--- src/rtl/dma_arb_pkg.sv ---
// Package: shared sizes and the reset value of the arbiter configuration word.
// Assumes seven channels, each with a 4-bit slot of priority plus enable.
package dma_arb_pkg;
    localparam int          NUM_CH  = 7;
    localparam int          PRIO_W  = 3;
    localparam int          SLOT_W  = PRIO_W + 1;
    localparam int          CFG_W   = 32;
    localparam int          ID_W    = $clog2(NUM_CH);
    localparam logic [31:0] CFG_RST = 32'h0765_4321;
endpackage

--- src/rtl/dma_arb_cfg_reg.sv ---
// Module: configuration word storage.
// Holds every bit written, including bits without a function; reset loads RST_VAL.
module dma_arb_cfg_reg #(
    parameter int          CFG_W   = dma_arb_pkg::CFG_W,
    parameter logic [31:0] RST_VAL = dma_arb_pkg::CFG_RST
) (
    input  logic             clk,
    input  logic             rst_n,
    input  logic             wr_en,
    input  logic [CFG_W-1:0] wr_data,
    output logic [CFG_W-1:0] cfg_q
);
    // Capture the full written word, or the reset value.
    always_ff @(posedge clk) begin
        if (!rst_n)     cfg_q <= RST_VAL[CFG_W-1:0];
        else if (wr_en) cfg_q <= wr_data;
    end

    assert_write_store_R2: assert property (@(posedge clk) disable iff (!rst_n)
        wr_en |=> (cfg_q == $past(wr_data)));
    assert_hold_value_R2: assert property (@(posedge clk) disable iff (!rst_n)
        !wr_en |=> $stable(cfg_q));
endmodule

--- src/rtl/dma_arb_select.sv ---
// Module: combinational winner selection.
// Picks the eligible channel with the smallest priority value.
// A later channel wins when the values are equal.
module dma_arb_select #(
    parameter int NUM_CH = dma_arb_pkg::NUM_CH,
    parameter int PRIO_W = dma_arb_pkg::PRIO_W,
    parameter int ID_W   = dma_arb_pkg::ID_W
) (
    input  logic [NUM_CH-1:0]        elig,
    input  logic [NUM_CH*PRIO_W-1:0] prio_flat,
    output logic                     found,
    output logic [ID_W-1:0]          win_id
);
    logic [PRIO_W-1:0] best;

    // Scan upward; "<=" lets a higher-numbered channel take a tie.
    always_comb begin
        found  = 1'b0;
        win_id = '0;
        best   = '1;
        for (int i = 0; i < NUM_CH; i++) begin
            if (elig[i] && (!found || prio_flat[i*PRIO_W +: PRIO_W] <= best)) begin
                found  = 1'b1;
                best   = prio_flat[i*PRIO_W +: PRIO_W];
                win_id = ID_W'(i);
            end
        end
    end

    always_comb begin
        if (found) assert_winner_eligible_R3: assert (elig[win_id]);
        else       assert_no_winner_R3: assert (elig == '0);
    end
endmodule

--- src/rtl/dma_arb_grant_ctl.sv ---
// Module: registered grant holder.
// When idle and not blocked by a write, it latches the selected winner.
// It keeps the grant until a release, then idles for one cycle.
module dma_arb_grant_ctl #(
    parameter int NUM_CH = dma_arb_pkg::NUM_CH,
    parameter int ID_W   = dma_arb_pkg::ID_W
) (
    input  logic              clk,
    input  logic              rst_n,
    input  logic              hold_off,
    input  logic              found,
    input  logic [ID_W-1:0]   win_id,
    input  logic [NUM_CH-1:0] elig,
    input  logic              release_i,
    output logic [NUM_CH-1:0] grant,
    output logic [ID_W-1:0]   grant_id,
    output logic              grant_valid
);
    // Grant state: idle -> granted on a winner, granted -> idle on release.
    always_ff @(posedge clk) begin
        if (!rst_n) begin
            grant       <= '0;
            grant_id    <= '0;
            grant_valid <= 1'b0;
        end else if (grant_valid) begin
            if (release_i) begin
                grant       <= '0;
                grant_id    <= '0;
                grant_valid <= 1'b0;
            end
        end else if (found && !hold_off) begin
            grant       <= NUM_CH'(1) << win_id;
            grant_id    <= win_id;
            grant_valid <= 1'b1;
        end
    end

    assert_onehot_R6: assert property (@(posedge clk) disable iff (!rst_n)
        $onehot0(grant) && (grant_valid == (grant != '0)));
    assert_eligible_R3: assert property (@(posedge clk) disable iff (!rst_n)
        $rose(grant_valid) |-> (($past(elig) & grant) != '0));
    assert_hold_R7: assert property (@(posedge clk) disable iff (!rst_n)
        (grant_valid && !release_i) |=> (grant_valid && $stable(grant)));
    assert_release_gap_R8: assert property (@(posedge clk) disable iff (!rst_n)
        (grant_valid && release_i) |=> !grant_valid);
    assert_no_grant_on_write_R9: assert property (@(posedge clk) disable iff (!rst_n)
        (!grant_valid && hold_off) |=> !grant_valid);
endmodule

--- src/rtl/dma_prio_arbiter.sv ---
// Module: top of the programmable-priority DMA channel arbiter.
// Splits the configuration word into per-channel priority and enable fields.
// Bits above the channel slots are stored but never decoded.
module dma_prio_arbiter
    import dma_arb_pkg::*;
(
    input  logic              clk,
    input  logic              rst_n,
    input  logic              cfg_wr_en,
    input  logic [CFG_W-1:0]  cfg_wr_data,
    output logic [CFG_W-1:0]  cfg_rd_data,
    input  logic [NUM_CH-1:0] chan_req,
    input  logic              grant_release,
    output logic [NUM_CH-1:0] grant_vec,
    output logic [ID_W-1:0]   grant_id,
    output logic              grant_valid
);
    logic [CFG_W-1:0]         cfg_q;
    logic [NUM_CH-1:0]        ch_en;
    logic [NUM_CH*PRIO_W-1:0] prio_flat;
    logic [NUM_CH-1:0]        elig;
    logic                     found;
    logic [ID_W-1:0]          win_id;

    dma_arb_cfg_reg #(.CFG_W(CFG_W), .RST_VAL(CFG_RST)) u_cfg (
        .clk(clk), .rst_n(rst_n), .wr_en(cfg_wr_en),
        .wr_data(cfg_wr_data), .cfg_q(cfg_q)
    );

    // Field decode: one slot per channel, enable on the slot's top bit.
    for (genvar g = 0; g < NUM_CH; g++) begin : g_slot
        assign prio_flat[g*PRIO_W +: PRIO_W] = cfg_q[g*SLOT_W +: PRIO_W];
        assign ch_en[g] = cfg_q[g*SLOT_W + PRIO_W];
    end

    assign elig        = chan_req & ch_en;
    assign cfg_rd_data = cfg_q;

    dma_arb_select #(.NUM_CH(NUM_CH), .PRIO_W(PRIO_W), .ID_W(ID_W)) u_sel (
        .elig(elig), .prio_flat(prio_flat), .found(found), .win_id(win_id)
    );

    dma_arb_grant_ctl #(.NUM_CH(NUM_CH), .ID_W(ID_W)) u_gnt (
        .clk(clk), .rst_n(rst_n), .hold_off(cfg_wr_en), .found(found),
        .win_id(win_id), .elig(elig), .release_i(grant_release),
        .grant(grant_vec), .grant_id(grant_id), .grant_valid(grant_valid)
    );
endmodule

--- config.mk ---
export PLATFORM = sky130hd
export DESIGN_NAME = dma_prio_arbiter
export DESIGN_NICKNAME = d
export VERILOG_FILES = /design/src/rtl/dma_arb_pkg.sv /design/src/rtl/dma_arb_cfg_reg.sv /design/src/rtl/dma_arb_select.sv /design/src/rtl/dma_arb_grant_ctl.sv /design/src/rtl/dma_prio_arbiter.sv
export SDC_FILE = /design/constraint.sdc
export NUM_CORES = 1
export LEC_CHECK = 0
export BUFFER_PORTS_ARGS = -buffer_cell sky130_fd_sc_hd__buf_2
export CAP_MARGIN = 20
export CELL_PAD_IN_SITES_DETAIL_PLACEMENT = 0
export CELL_PAD_IN_SITES_GLOBAL_PLACEMENT = 1
export CORE_MARGIN = 4
export CORE_UTILIZATION = 35
export DETAILED_ROUTE_END_ITERATION = 8
export MAX_ROUTING_LAYER = met4
export PLACE_DENSITY_LB_ADDON = 0.1
export SETUP_SLACK_MARGIN = 0.02
export SLEW_MARGIN = 0
export SYNTH_ARGS = -nofsm -noshare
export SYNTH_HDL_FRONTEND = slang
export SYNTH_SLANG_ARGS = --single-unit
--- constraint.sdc ---
create_clock -name clk -period 10.3 [get_ports clk]
set_input_delay 1.545 -clock clk [delete_from_list [all_inputs] [get_ports clk]]
set_output_delay 1.545 -clock clk [all_outputs]
set_load 0.02 [all_outputs]
==> results list, run 1 <==
- Setup violations remaining at the end of the flow were counted as 0.
- Detailed-route DRC error count: 0
* CP bufs+invs: 3
- Worst-case headroom to the max-slew limit: 30.6%
- Average detailed-routed wire length per instance: 14.9 um
- Fraction of post-synthesis cell area in the top cell type by area: 36.4%
- The worst hold path begins at u_gnt.grant[5].
- Slowest stage cell, crit path: sky130_fd_sc_hd__nor3_1
- In the synthesized netlist the dominant register cell turns out to be sky130_fd_sc_hd__dfxtp_1.
* Largest area contributor in the netlist: sky130_fd_sc_hd__dfxtp_1
- DIE HEIGHT: 90.2 um
* Cells after Synth: 263
* Hold Slack: 0.454 ns
- Global routing finished with a remaining overflow of 0.
* Residual antenna-violating net count after detailed routing: 0
* Fraction of registers with async set/reset: 0%
* Simple-gate area share of the yosys netlist: 16.5%
* Cells resized by post-CTS repair: 0
- The repair_antennas step left the layout with diodes totalling 0.
- The final max-slew violation count was 0.
* Number of iterations in the first detailed-routing pass: 6
- Horizontal die dimension: 90.2 um
* I/O pin count: 86
- Post-route fraction of the period consumed by the critical path: 91.8%
- The longest clock path from root to sink contains 2 buffers.
* Final wirelength: 6.35 mm
* Die area: 8130 um^2
- Synthesized-area fraction occupied by xor and xnor cells: 0%
- Final-layout setup total negative slack: 0 ns
- The routed layout has 2,159 vias.
- TritonCTS clock tree: yes
- Cells with a size suffix above 1 make up 29.7% of the layout.
* Clock latency on the worst-skew pair: 0.30 ns
- Synthesis-stage register bit count: 43
- In the global route stage, overall resource usage came out at 16.2%.
- The startpoint identified for the worst register-to-register timing path is u_cfg.cfg_q[3].
- STA puts the critical path data arrival time at 9.69 ns.
- RR Endpoint: u_gnt.grant[3]
- The hold violation count in the final report came to 0.
* HPWL after detailed placement: 4.85 mm
- In this run the top signal layer used is met4.
* Combinational family with the most area after synthesis: compound AO/OA/AOI/OAI gates
- The number of global-route vias before repair is 2,170.
* Unique masters post-synth: 42
- Wire segments on met2 add up to 2.87 mm in the final route.
* Required time reported for the critical path endpoint: 10.53 ns
- R2r setup slk: 1.80 ns
- Number of clock buffers inserted by TritonCTS: 5
- Max stage delay on crit path: 0.42 ns
- The number of antenna violations at the first check in global routing came to 0.
* Ranking of synthesized cells by instance count: 43 x sky130_fd_sc_hd__dfxtp_1, 32 x sky130_fd_sc_hd__nor2_1, 31 x sky130_fd_sc_hd__mux2i_1
- The cell family contributing the most delay on the critical path is compound AO/OA/AOI/OAI gates.
- Net count after synthesis: 324
* Core Region: 6460 um^2
- The mapped netlist covers 2360 um^2.
- H-tree levels: 2
- Status: finished clean
* Cells taking the most area after synthesis: sky130_fd_sc_hd__dfxtp_1 36%, sky130_fd_sc_hd__mux2i_1 13%, sky130_fd_sc_hd__ha_1 9.5%, sky130_fd_sc_hd__nor2_1 5.1%, sky130_fd_sc_hd__nand2_1 4.8%
- GP Congestion: 0.870
- Synthesized-area fraction occupied by adder cells: 9.53%
- The synthesized design contains 0 enable-type register cells.
- Tightest Pin Transition: 1.04 ns
- The clock period could shrink to 9.46 ns.
- Max-cap violation count: 0
- CTS saw 43 sinks.
- Clock skew on the completed layout was measured at 0.00918 ns.
- The cell sitting at the root of the clock tree is a sky130_fd_sc_hd__clkbuf_8.
- Initial core utilization: 36.6%
- STA classifies the critical path endpoint as a flop.
- Share of the synthesized area in compound gates (AO/OA/AOI/OAI): 20.1%
* Clock-pin transition on the worst setup and hold timing paths: 0.08 ns
- Multiplexer cells account for 14.1% of the synthesized area.
* Largest net degree at the start of global routing: 37
- The tightest min-delay check is of the flop to flop type.
- Detailed routing placed a total of 322 um of wire on met3.
- Routed vias/inst: 5.06
- Count of routing violations after the opening detailed-route iteration: 71
* Worst ir drop on vdd: 0.0000544 V
- In this run the mean area of a mapped cell was 8.98 um^2.
- After floorplanning, the core was divided into 29 placement rows.
- Post-CTS Hold Buffers: 0
* Part of the Yosys area used for sequential elements: 36.4%
- First-pass GRT wire length: 10.6 mm
- The worst hold path terminates at u_gnt.grant[5].
- During synthesis, Yosys emitted a total of 0 warnings.
- The final layout contains 410 nets.
* Peak Freq: 0.106 GHz
* Worst-case reg-to-reg path depth: 39
- Compared with the post-synthesis result, the final layout area differs by 26.4%.
* Hold Path Stages: 2
* Leakage power summed over all cells: 1.51 nW
- Largest fanout of any net on the critical path: 9
- In the final routing, the length of wire on met1 measures 3.08 mm.
* Pwr per Cell Area: 141 nW/um^2
* Critical path's most frequent cell: sky130_fd_sc_hd__ha_1
* Category of the critical setup timing path: input pin to flop
- Total setup buffers inserted after CTS: 0
- Most frequent cell after synthesis: sky130_fd_sc_hd__dfxtp_1
- Unrepaired setup endpoints after global routing: no
* Count of buffers inserted at the top-level ports: 85
* Crit path launch type: input pin
==> worst max-delay path by stage <==
| stage | start | end | slack [ns] | depth (start not counted) |
|---|---|---|---|---|
| after global placement | chan_req[0] | u_gnt.grant[3] | 0.65 | 40 |
| after CTS | chan_req[0] | u_gnt.grant[3] | 0.90 | 40 |
| after floorplan | chan_req[0] | u_gnt.grant[3] | 1.54 | 38 |
| final | chan_req[0] | u_gnt.grant[3] | 0.84 | 40 |
| after detailed placement | chan_req[0] | u_gnt.grant[3] | 0.61 | 40 |
| after global routing | chan_req[0] | u_gnt.grant[3] | 0.09 | 40 |
==> report_power, final <==
part           leakage (nW)  internal (mW)  switching, mW
logic                  1.09         0.0406         0.0558
clock network        0.0612         0.0786         0.0618
registers             0.354          0.176        0.00905
==> state kept, by name, summed over array words and instances (netlist names) <==
name and count:
u_gnt.grant 7, u_cfg.cfg_q 32, u_gnt.grant_id 3, u_gnt.grant_valid 1
==> cells in the final DEF (no fill, tap or decap), types with 3 or more instances in the layout <==
cell | netlist | final
sky130_fd_sc_hd__o211ai_1 | 4 | 4
sky130_fd_sc_hd__a21o_1 | 4 | 4
sky130_fd_sc_hd__a22o_1 | 3 | 3
sky130_fd_sc_hd__a211o_1 | 5 | 5
sky130_fd_sc_hd__a31oi_1 | 4 | 4
sky130_fd_sc_hd__buf_2 | 0 | 85
sky130_fd_sc_hd__and3_1 | 3 | 3
sky130_fd_sc_hd__nor2_1 | 32 | 32
sky130_fd_sc_hd__a211oi_1 | 3 | 3
sky130_fd_sc_hd__a21oi_1 | 15 | 15
sky130_fd_sc_hd__clkbuf_8 | 0 | 6
sky130_fd_sc_hd__and2_1 | 4 | 4
sky130_fd_sc_hd__dfxtp_1 | 43 | 43
sky130_fd_sc_hd__o21a_1 | 4 | 4
sky130_fd_sc_hd__inv_1 | 13 | 13
sky130_fd_sc_hd__o21ai_0 | 5 | 5
sky130_fd_sc_hd__nand3_1 | 5 | 5
sky130_fd_sc_hd__ha_1 | 18 | 18
sky130_fd_sc_hd__nand2_1 | 30 | 30
sky130_fd_sc_hd__mux2i_1 | 31 | 31
==> layout make-up <==
type	instances	area, um^2
fill	666	3470
multi-input combinational	199	1420
sequential	43	861
timing repair buffer	87	440
tap	77	96.3
clock buffer	6	82.6
inverter	13	48.8
clock inverter	2	35.0
==> worst min-delay path: stages, from the launching register on <==
cell and delay (ns):
sky130_fd_sc_hd__dfxtp_1 0.31, sky130_fd_sc_hd__nand2_1 0.05, sky130_fd_sc_hd__a21oi_1 0.05
==> per-layer routing <==
layer,GRT usage [%],vias to the layer above
li1,-,1118
met1,20.5,981
met2,26.1,53
met3,3.67,7
met4,4.59,0
met5,-,-
==> logic make-up after synthesis <==
group	Yosys count
AO/OA/AOI/OAI	62
adder cells (fa/ha/maj)	18
buffers and inverters	21
flip-flops	43
multiplexers	33
AND/OR/NAND/NOR	86
==> stage by stage <==
| step | instance area (um^2) | total power [mW] | worst slack, ns | utilization (%) | instances |
|---|---|---|---|---|---|
| 2_1_floorplan | 2360 | 0.253 | 1.54 | - | 263 |
| 3_3_place_gp | 2870 | 0.286 | 0.648 | 44.4 | 419 |
| 3_5_place_dp | 2870 | 0.286 | 0.608 | 44.4 | 419 |
| 4_1_cts | 2990 | 0.426 | 0.899 | 46.2 | 427 |
| 5_1_grt | 2990 | 0.446 | 0.0924 | 46.2 | 427 |
| 6_report | 2990 | 0.422 | 0.842 | 46.2 | 427 |
No activity file was read; power rests on OpenSTA's default activity.
==> run 2: changes to the inputs <==
--- a/config.mk
+++ b/config.mk
@@ -10,7 +10,7 @@
 export CELL_PAD_IN_SITES_DETAIL_PLACEMENT = 0
 export CELL_PAD_IN_SITES_GLOBAL_PLACEMENT = 1
 export CORE_MARGIN = 4
-export CORE_UTILIZATION = 35
+export CORE_UTILIZATION = 32
 export DETAILED_ROUTE_END_ITERATION = 8
 export MAX_ROUTING_LAYER = met4
 export PLACE_DENSITY_LB_ADDON = 0.1
==> constraint.sdc (replaced) <==
create_clock -name clk -period 8.3 [get_ports clk]
set_input_delay 1.245 -clock clk [delete_from_list [all_inputs] [get_ports clk]]
set_output_delay 1.245 -clock clk [all_outputs]
set_load 0.02 [all_outputs]
==> run 2 against run 1 <==
  * Clock power fell by 5%
  * First-iteration DRC count fell by 37%
  * Sequential power rose by 25%
  * Critical path depth did not move
  * Largest cell class unchanged
==> results list, run 2 (synthesis gave the netlist of run 1 again) <==
* TritonCTS clock tree: yes
- Die area: 8820 um^2
- Site row count: 31
* Largest net degree at the start of global routing: 37
- Dividing the final minimum period by the clock period gives 98.8%.
- Final worst-path setup slack: 0.0972 ns
- Across every metal layer, demand over resource in global routing totals 15.5%.
- Port buffering added 85 buffers.
- Arrival @ worst endpoint: 8.42 ns
- Fraction of power spent switching nets: 32.6%
- Worst ir drop on vdd: 0.0000592 V
- Number of global-route vias before repair: 2,206
- The most critical setup path has its endpoint at u_gnt.grant[3].
* CTS root buf: sky130_fd_sc_hd__clkbuf_8
- Among the stages of the critical path, the cell type that occurs most often is sky130_fd_sc_hd__ha_1.
- Pwr per Cell Area: 147 nW/um^2
- The final layout contains routed wiring with a total length of 7.17 mm.
* Share of total power in the clock network: 25.2%
- The worst register-to-register path ends at u_gnt.grant[3].
- Layout overhead on the synthesized area: 52.3%
- Buffers inserted to repair hold after CTS numbered 0.
* Count of routing violations after the opening detailed-route iteration: 45
- Area of combinational cells with multiple inputs: 1740 um^2
* Peak Freq: 0.122 GHz
* Worst-case reg-to-reg path depth: 39
* Number of flip-flops in the largest register: 32
- Routed vias/inst: 4.84
* Placed cell area: 3090 um^2
* Int Power: 0.356 mW
- Initial core utilization: 32.7%
- In this run the remaining antenna-violating nets after routing total 0.
- Proportion of power drawn by combinational gates: 31.1%
- In this run the vertical extent of the chip is 93.9 um.
* Fin nets: 447
* Fillers: 742
- Total number of clock tree sinks: 43
- The worst setup path is launched from an input pin.
* Setup clock skew after layout: 0.0113 ns
* Horizontal die dimension: 93.9 um
- Data on the critical path is required at its endpoint by 8.52 ns.
- Global-route congestion overflow total: 0
- Leakage power summed over all cells: 1.70 nW
- For flop-to-flop paths, the worst setup slack is 0.60 ns.
- H-tree levels: 2
* Clock latency on the worst-skew pair: 0.30 ns
- Most frequent cells in the layout: 84 x sky130_fd_sc_hd__buf_2, 43 x sky130_fd_sc_hd__dfxtp_1, 36 x sky130_fd_sc_hd__buf_4, 30 x sky130_fd_sc_hd__mux2i_1, 27 x sky130_fd_sc_hd__nor2_1
* Final-layout setup total negative slack: 0 ns
- TritonCTS created 5 clock buffers.
* Max stage delay on crit path: 0.41 ns
* Levels on crit path: 40
- Number of iterations in the first detailed-routing pass: 4
* Post-Place Setup Slack: -0.269 ns
* Clock-pin transition on the worst setup and hold timing paths: 0.08 ns
- The worst hold path belongs to the class flop to flop.
- Startpoint of the worst setup timing path: chan_req[0]
* Initial antenna violation count: 0
* Average detailed-routed wire length per instance: 14.8 um
- Summing all non-filler instances in the final layout gives an area of 3600 um^2.
- Top flop regs: u_cfg.cfg_q: 32 flops, u_gnt.grant: 7 flops, u_gnt.grant_id: 3 flops
- 86 I/O pins were placed.
- Tightest Pin Transition: 0.930 ns
- Max Slew Vio Count: 0
- The first global-routing pass estimated 10.6 mm of wire.
- The design draws 0.529 mW.
- HPWL after detailed placement: 5.11 mm
* Via count: 2,352
- The floorplan step defined a core boundary enclosing 7210 um^2.
- At the end of routability-driven placement, the weighted congestion stood at 0.869.
* Cell class contributing the biggest share of worst-path delay: compound AO/OA/AOI/OAI gates
- The worst path in the final design needs a cycle of 8.20 ns, including I/O delays and setup.
- Largest fanout of any net on the critical path: 5
- Unrepaired setup endpoints after global routing: yes
- CP bufs+invs: 4
- The critical path in this run is classified as input pin to flop.
* Critical Path End Type: flop
* Antenna cell count: 0
- Sequential cell area: 861 um^2
- The hold violation count in the final report is 0.
* R2R Path Start: u_cfg.cfg_q[3]
- Ranked by flip-flop count, first place goes to u_cfg.cfg_q.
* P_sw: 0.173 mW
- Detailed-route DRC error count: 0
* Flop pwr share: 43.7%
- Slowest stage cell, crit path: sky130_fd_sc_hd__o311a_4
* Status: finished clean
- In this run the tightest slew margin relative to its limit is 37.9%.
* Leading cell type in the layout, fill and taps excluded: sky130_fd_sc_hd__buf_2
* Layout cells sized above 1: 48.1%
- Buffers from clock root to sink, at most: 2
* Number of failing setup endpoints in the final timing report: 0
- Max-cap violation count: 0
==> run 2: cell types whose count changed in the layout (fill, tap and decap cells not counted), sizes merged <==
cell	previous run	this run
bufinv	1	0
clkinvlp	0	1
buf	87	124
==> run 2: how the worst min path moves through the flow <==
stage,cells after the start,slack [ns],from,to
floorplan,2,0.53,u_gnt.grant[3],u_gnt.grant[3]
global route,2,0.48,u_gnt.grant_id[2],u_gnt.grant_id[2]
CTS,2,0.46,u_gnt.grant_id[2],u_gnt.grant_id[2]
finish,2,0.46,u_gnt.grant_id[2],u_gnt.grant_id[2]
detailed placement,2,0.45,u_gnt.grant_id[2],u_gnt.grant_id[2]
global placement,2,0.44,u_gnt.grant_id[2],u_gnt.grant_id[2]
==> run 2: layer usage <==
metal	wire length (um)	part of all wire (%)	global-route usage (%)
met1	3270	46	20.7
met2	3440	48	23.8
met3	400	5.6	3.13
met4	69	0.96	4.69
met5	0	0	-
==> run 2: power groups by stage <==
stage / clock network (mW) / registers, mW / logic (mW)
final: 0.133 / 0.231 / 0.165
after global placement: 0 / 0.235 / 0.130
after CTS: 0.139 / 0.230 / 0.131
after global routing: 0.149 / 0.233 / 0.181
after detailed placement: 0 / 0.234 / 0.130
after floorplan: 0 / 0.246 / 0.0679
==> run 2: area by class of cell <==
cell class                 instances  area share [%]
clock buffer                       6            2.02
clock inverter                     2           0.348
inverter                          13            1.36
multi-input combinational        199            48.3
sequential                        43            23.9
tap                               99            3.44
timing repair buffer             124            20.6
==> run 2: worst min-delay path, stage by stage, from the launching register on <==
cell	delay (ns)
sky130_fd_sc_hd__dfxtp_1	0.32
sky130_fd_sc_hd__nand2_1	0.05
sky130_fd_sc_hd__a21oi_1	0.05
==> run 2: through the flow <==
stage               util, %  cells  hold WS, ns
floorplan                 -    263        0.529
global placement       42.9    466        0.440
detailed placement     42.9    466        0.445
CTS                    44.1    474        0.458
global route           49.9    486        0.483
finish                 49.9    486        0.457
==> run 2: timing repair <==
action,in CTS,in global routing
setup buffers,0,12
cloned,0,0
endpoints found under the setup margin,1,10
resized for setup,1,62
pin swaps,0,45
==> run 3: changes to the inputs <==
--- a/config.mk
+++ b/config.mk
@@ -5,12 +5,13 @@
 export SDC_FILE = /design/constraint.sdc
 export NUM_CORES = 1
 export LEC_CHECK = 0
+export ABC_AREA = 1
 export BUFFER_PORTS_ARGS = -buffer_cell sky130_fd_sc_hd__buf_2
 export CAP_MARGIN = 20
 export CELL_PAD_IN_SITES_DETAIL_PLACEMENT = 0
 export CELL_PAD_IN_SITES_GLOBAL_PLACEMENT = 1
 export CORE_MARGIN = 4
-export CORE_UTILIZATION = 32
+export CORE_UTILIZATION = 31
 export DETAILED_ROUTE_END_ITERATION = 8
 export MAX_ROUTING_LAYER = met4
 export PLACE_DENSITY_LB_ADDON = 0.1
@@ -18,4 +19,5 @@
 export SLEW_MARGIN = 0
 export SYNTH_ARGS = -nofsm -noshare
 export SYNTH_HDL_FRONTEND = slang
+export SYNTH_HIERARCHICAL = 1
 export SYNTH_SLANG_ARGS = --single-unit
==> run 3 against run 2 <==
  * Via count grew 11%
  * Area after synthesis grew 9.5%
  * Non-clock buffer count shrank 28
  * Routed wire length shrank 4.5%
  * Hold slack gained 0.014 ns
  * Maximum frequency grew 6.9%
  * Largest cell class unchanged
==> results list, run 3 <==
- Number of placed instances, taps included: 580
* Worst min-delay path class: flop to flop
- The endpoint identified for the worst register-to-register timing path is u_gnt/grant[0].
- Initial core utilization: 31.6%
- Fraction of post-synthesis cell area in the top cell type by area: 33.3%
- The first global-routing pass estimated 11.3 mm of wire.
- Worst-case reg-to-reg path depth: 54
- Average detailed-routed wire length per instance: 11.6 um
- Measured against its own limit, the worst slew margin works out to 51.1%.
- The most numerous cell type found on the critical path is sky130_fd_sc_hd__nand2_1.
* Number of flip-flops in the largest register: 32
- Arrival @ worst endpoint: 7.85 ns
- Number of enable-type register cells in the synthesized netlist: 0
- Buffers from clock root to sink, at most: 2
- The number of clock buffers added by TritonCTS is 5.
- Post-CTS Hold Buffers: 0
- Total number of clock tree sinks: 43
- Cells after Synth: 397
- Fill cells in the final layout number 907.
- Cells taking the most area after synthesis: sky130_fd_sc_hd__dfxtp_1 33%, sky130_fd_sc_hd__nand2_1 17%, sky130_fd_sc_hd__nand3_1 9.9%, sky130_fd_sc_hd__ha_1 8.7%, sky130_fd_sc_hd__nor2_1 8.1%
- In the layout the commonest cells are 110 x sky130_fd_sc_hd__nand2_1, 85 x sky130_fd_sc_hd__buf_2, 56 x sky130_fd_sc_hd__nor2_1, 50 x sky130_fd_sc_hd__nand3_1, 48 x sky130_fd_sc_hd__inv_1.
* Leakage power summed over all cells: 1.87 nW
- The first detailed-routing pass took 6 iterations.
- After floorplanning, the core was sized to cover 8180 um^2.
- Count of buffers inserted at the top-level ports: 85
- Worst ir drop on vdd: 0.0000581 V
- Hold is met by 0.471 ns.
- From synthesis to final layout, the design area changed by 29.6%.
- Fraction of registers with async set/reset: 0%
- The cell sitting at the root of the clock tree is a sky130_fd_sc_hd__clkbuf_8.
* Residual antenna-violating net count after detailed routing: 0
* Combined global-route utilization of all metal layers: 14.3%
- At the end of the flow the core is filled with cells to 41.0%.
- Wires add up to 6.85 mm.
- The number of antenna violations at the first check in global routing is 0.
- Fin nets: 550
* Largest register by flop count: u_cfg/cfg_q
* Levels on crit path: 55
- The worst register-to-register path begins at u_cfg/cfg_q[3].
- Averaged over all synthesized cells, the footprint is 6.51 um^2.
- Routed vias/inst: 4.41
* Status: finished clean
* DIE HEIGHT: 99.3 um
- Together, buffers and inverters on the worst path number 8.
- Startpoint of the worst setup timing path: chan_req[0]
* Max-cap violation count: 0
* Horizontal die dimension: 99.3 um
- After the first detailed-routing iteration, the DRC count stood at 80.
- Crit path launch type: input pin
- Among all cell types in the netlist, the one instantiated most often is sky130_fd_sc_hd__nand2_1.
- The largest registers in the layout are u_cfg/cfg_q: 32 flops, u_gnt/grant: 7 flops, u_gnt/grant_id: 3 flops.
* Max Slew Vio Count: 0
- Detailed placement ended at an HPWL of 5.13 mm.
* P_sw: 0.185 mW
- Final Instance Area: 3350 um^2
- Derived from the worst setup path, the maximum achievable clock frequency is 0.130 GHz.
- Clock-pin transition on the worst setup and hold timing paths: 0.08 ns
- Ranking of synthesized cells by instance count: 120 x sky130_fd_sc_hd__nand2_1, 56 x sky130_fd_sc_hd__nor2_1, 52 x sky130_fd_sc_hd__inv_1
* Global-route congestion overflow total: 0
- Netlist area before placement: 2590 um^2
- The share of total power dissipated in the clock network is 23.7%.
- Cell class contributing the biggest share of worst-path delay: simple AND/OR/NAND/NOR gates
- Largest net degree at the start of global routing: 55
* Part of the Yosys area used for sequential elements: 33.3%
- Sequential cells account for 43.9% of the total power.
* Slowest stage cell, crit path: sky130_fd_sc_hd__or2_2
- 0 antenna diodes ended up in the layout.
* Post-Place Setup Slack: -0.182 ns
* Final-layout setup total negative slack: 0 ns
- Setup slack closes at 0.627 ns.
- After synthesis the netlist holds a flip-flop and latch count of 43.
- Clock latency on the worst-skew pair: 0.29 ns
- The congestion estimate from routability-driven global placement came to 0.846.
- STA puts the critical path data required time at 8.48 ns.
* Critical Path End Type: flop
* Area of combinational cells with multiple inputs: 1580 um^2
- Detailed-route DRC error count: 0
* Top_reg_cell synth: sky130_fd_sc_hd__dfxtp_1
- Site row count: 33
- Setup clock skew after layout: 0.00478 ns
* Fraction of power spent switching nets: 34.7%
* Post-route fraction of the period consumed by the critical path: 92.4%
* Leading cell type in the layout, fill and taps excluded: sky130_fd_sc_hd__nand2_1
- By startpoint and endpoint, the worst setup path is classified as input pin to flop.
- The critical path ends at u_gnt/grant[0].
* Via count: 2,618
- Post-layout total power: 0.533 mW
* Unique masters post-synth: 26
- Pwr per Cell Area: 159 nW/um^2
- On the worst path, the slowest cell contributes a delay of 0.29 ns.
- Number of global-route vias before repair: 2,430
* Largest fanout of any net on the critical path: 8
- Count of synthesis-stage warnings from yosys: 6
* Number of standard cells in the layout, taps in and fillers out: 593
* Tightest Pin Transition: 0.734 ns
- Largest area contributor in the netlist: sky130_fd_sc_hd__dfxtp_1
- Pin placement for this block handled 86 I/O pins.
- In the final layout, flip-flops and latches occupy 861 um^2.
- Setup violations remaining at the end of the flow were counted as 0.
- TritonCTS built the clock tree.
- Net count after synthesis: 458
- R2r setup slk: 1.30 ns
- The floorplan step defined a die boundary enclosing 9870 um^2.
* H-tree levels: 2
* Endpoints failing hold: 0
- Layout cells sized above 1: 29.3%
- Placed cell area: 3080 um^2
* Proportion of power drawn by combinational gates: 32.5%
- Internal power comes to 0.348 mW.
* Final critical-path required period: 7.67 ns
==> run 3: changes by cell type in the layout (fill, tap and decap cells not counted), sizes merged, moves of 4 or more <==
cell,change
nor2,+26
a31oi,-4
mux2i,-31
a211oi,-4
nand3,+46
or2,+9
buf,-28
a211o,-5
inv,+41
a21o,-4
a21oi,-4
nand2,+93
==> run 3: area by class of cell <==
type / count / share of cell area [%]
multi-input cells: 289 / 47.0
repair buffers: 96 / 15.2
clock buffers: 6 / 2.17
inverters: 54 / 6.05
well taps: 105 / 3.92
flip-flops and latches: 43 / 25.7
==> run 3: logic make-up after synthesis <==
group / Yosys count / synth area share (%)
and+or+nand+nor: 250 / 41.4
buffers and inverters: 65 / 11.6
DFF: 43 / 33.3
AOI/OAI and AO/OA: 21 / 5.03
adders and majority gates: 18 / 8.71
==> run 3: tightest hold or removal path: stages (launching register included) <==
cell                      delay (ns)
sky130_fd_sc_hd__dfxtp_1        0.31
sky130_fd_sc_hd__nor2_1         0.08
sky130_fd_sc_hd__nor2_1         0.05
==> run 3: how the worst min path moves through the flow <==
stage                          from               to  slack [ns]  depth (start not counted)
global placement    u_cfg/cfg_q[31]  u_cfg/cfg_q[31]        0.46                          2
global route        u_cfg/cfg_q[28]  u_cfg/cfg_q[28]        0.49                          2
finish              u_cfg/cfg_q[28]  u_cfg/cfg_q[28]        0.47                          2
CTS                 u_cfg/cfg_q[28]  u_cfg/cfg_q[28]        0.47                          2
floorplan           u_cfg/cfg_q[28]  u_cfg/cfg_q[28]        0.54                          2
detailed placement  u_cfg/cfg_q[28]  u_cfg/cfg_q[28]        0.46                          2
==> run 3: repair_timing <==
item | 4_1_cts | 5_1_grt
hold endpoints to repair | 0 | 0
setup endpoints to repair | 0 | 10
resized for setup | 0 | 34
buffers inserted | 0 | 7
==> run 3: power groups by stage <==
stage	Clock, mW	Sequential (mW)	Combinational [mW]
after CTS	0.135	0.233	0.156
final	0.126	0.234	0.173
after floorplan	0	0.254	0.0941
after global placement	0	0.238	0.154
after detailed placement	0	0.238	0.156
after global routing	0.139	0.237	0.197
==> run 3: layer usage <==
metal | GRT usage, % | wire length [um]
met5 | - | 0
met4 | 3.78 | 72
met3 | 3.16 | 356
met2 | 21.6 | 2910
met1 | 19.4 | 3520
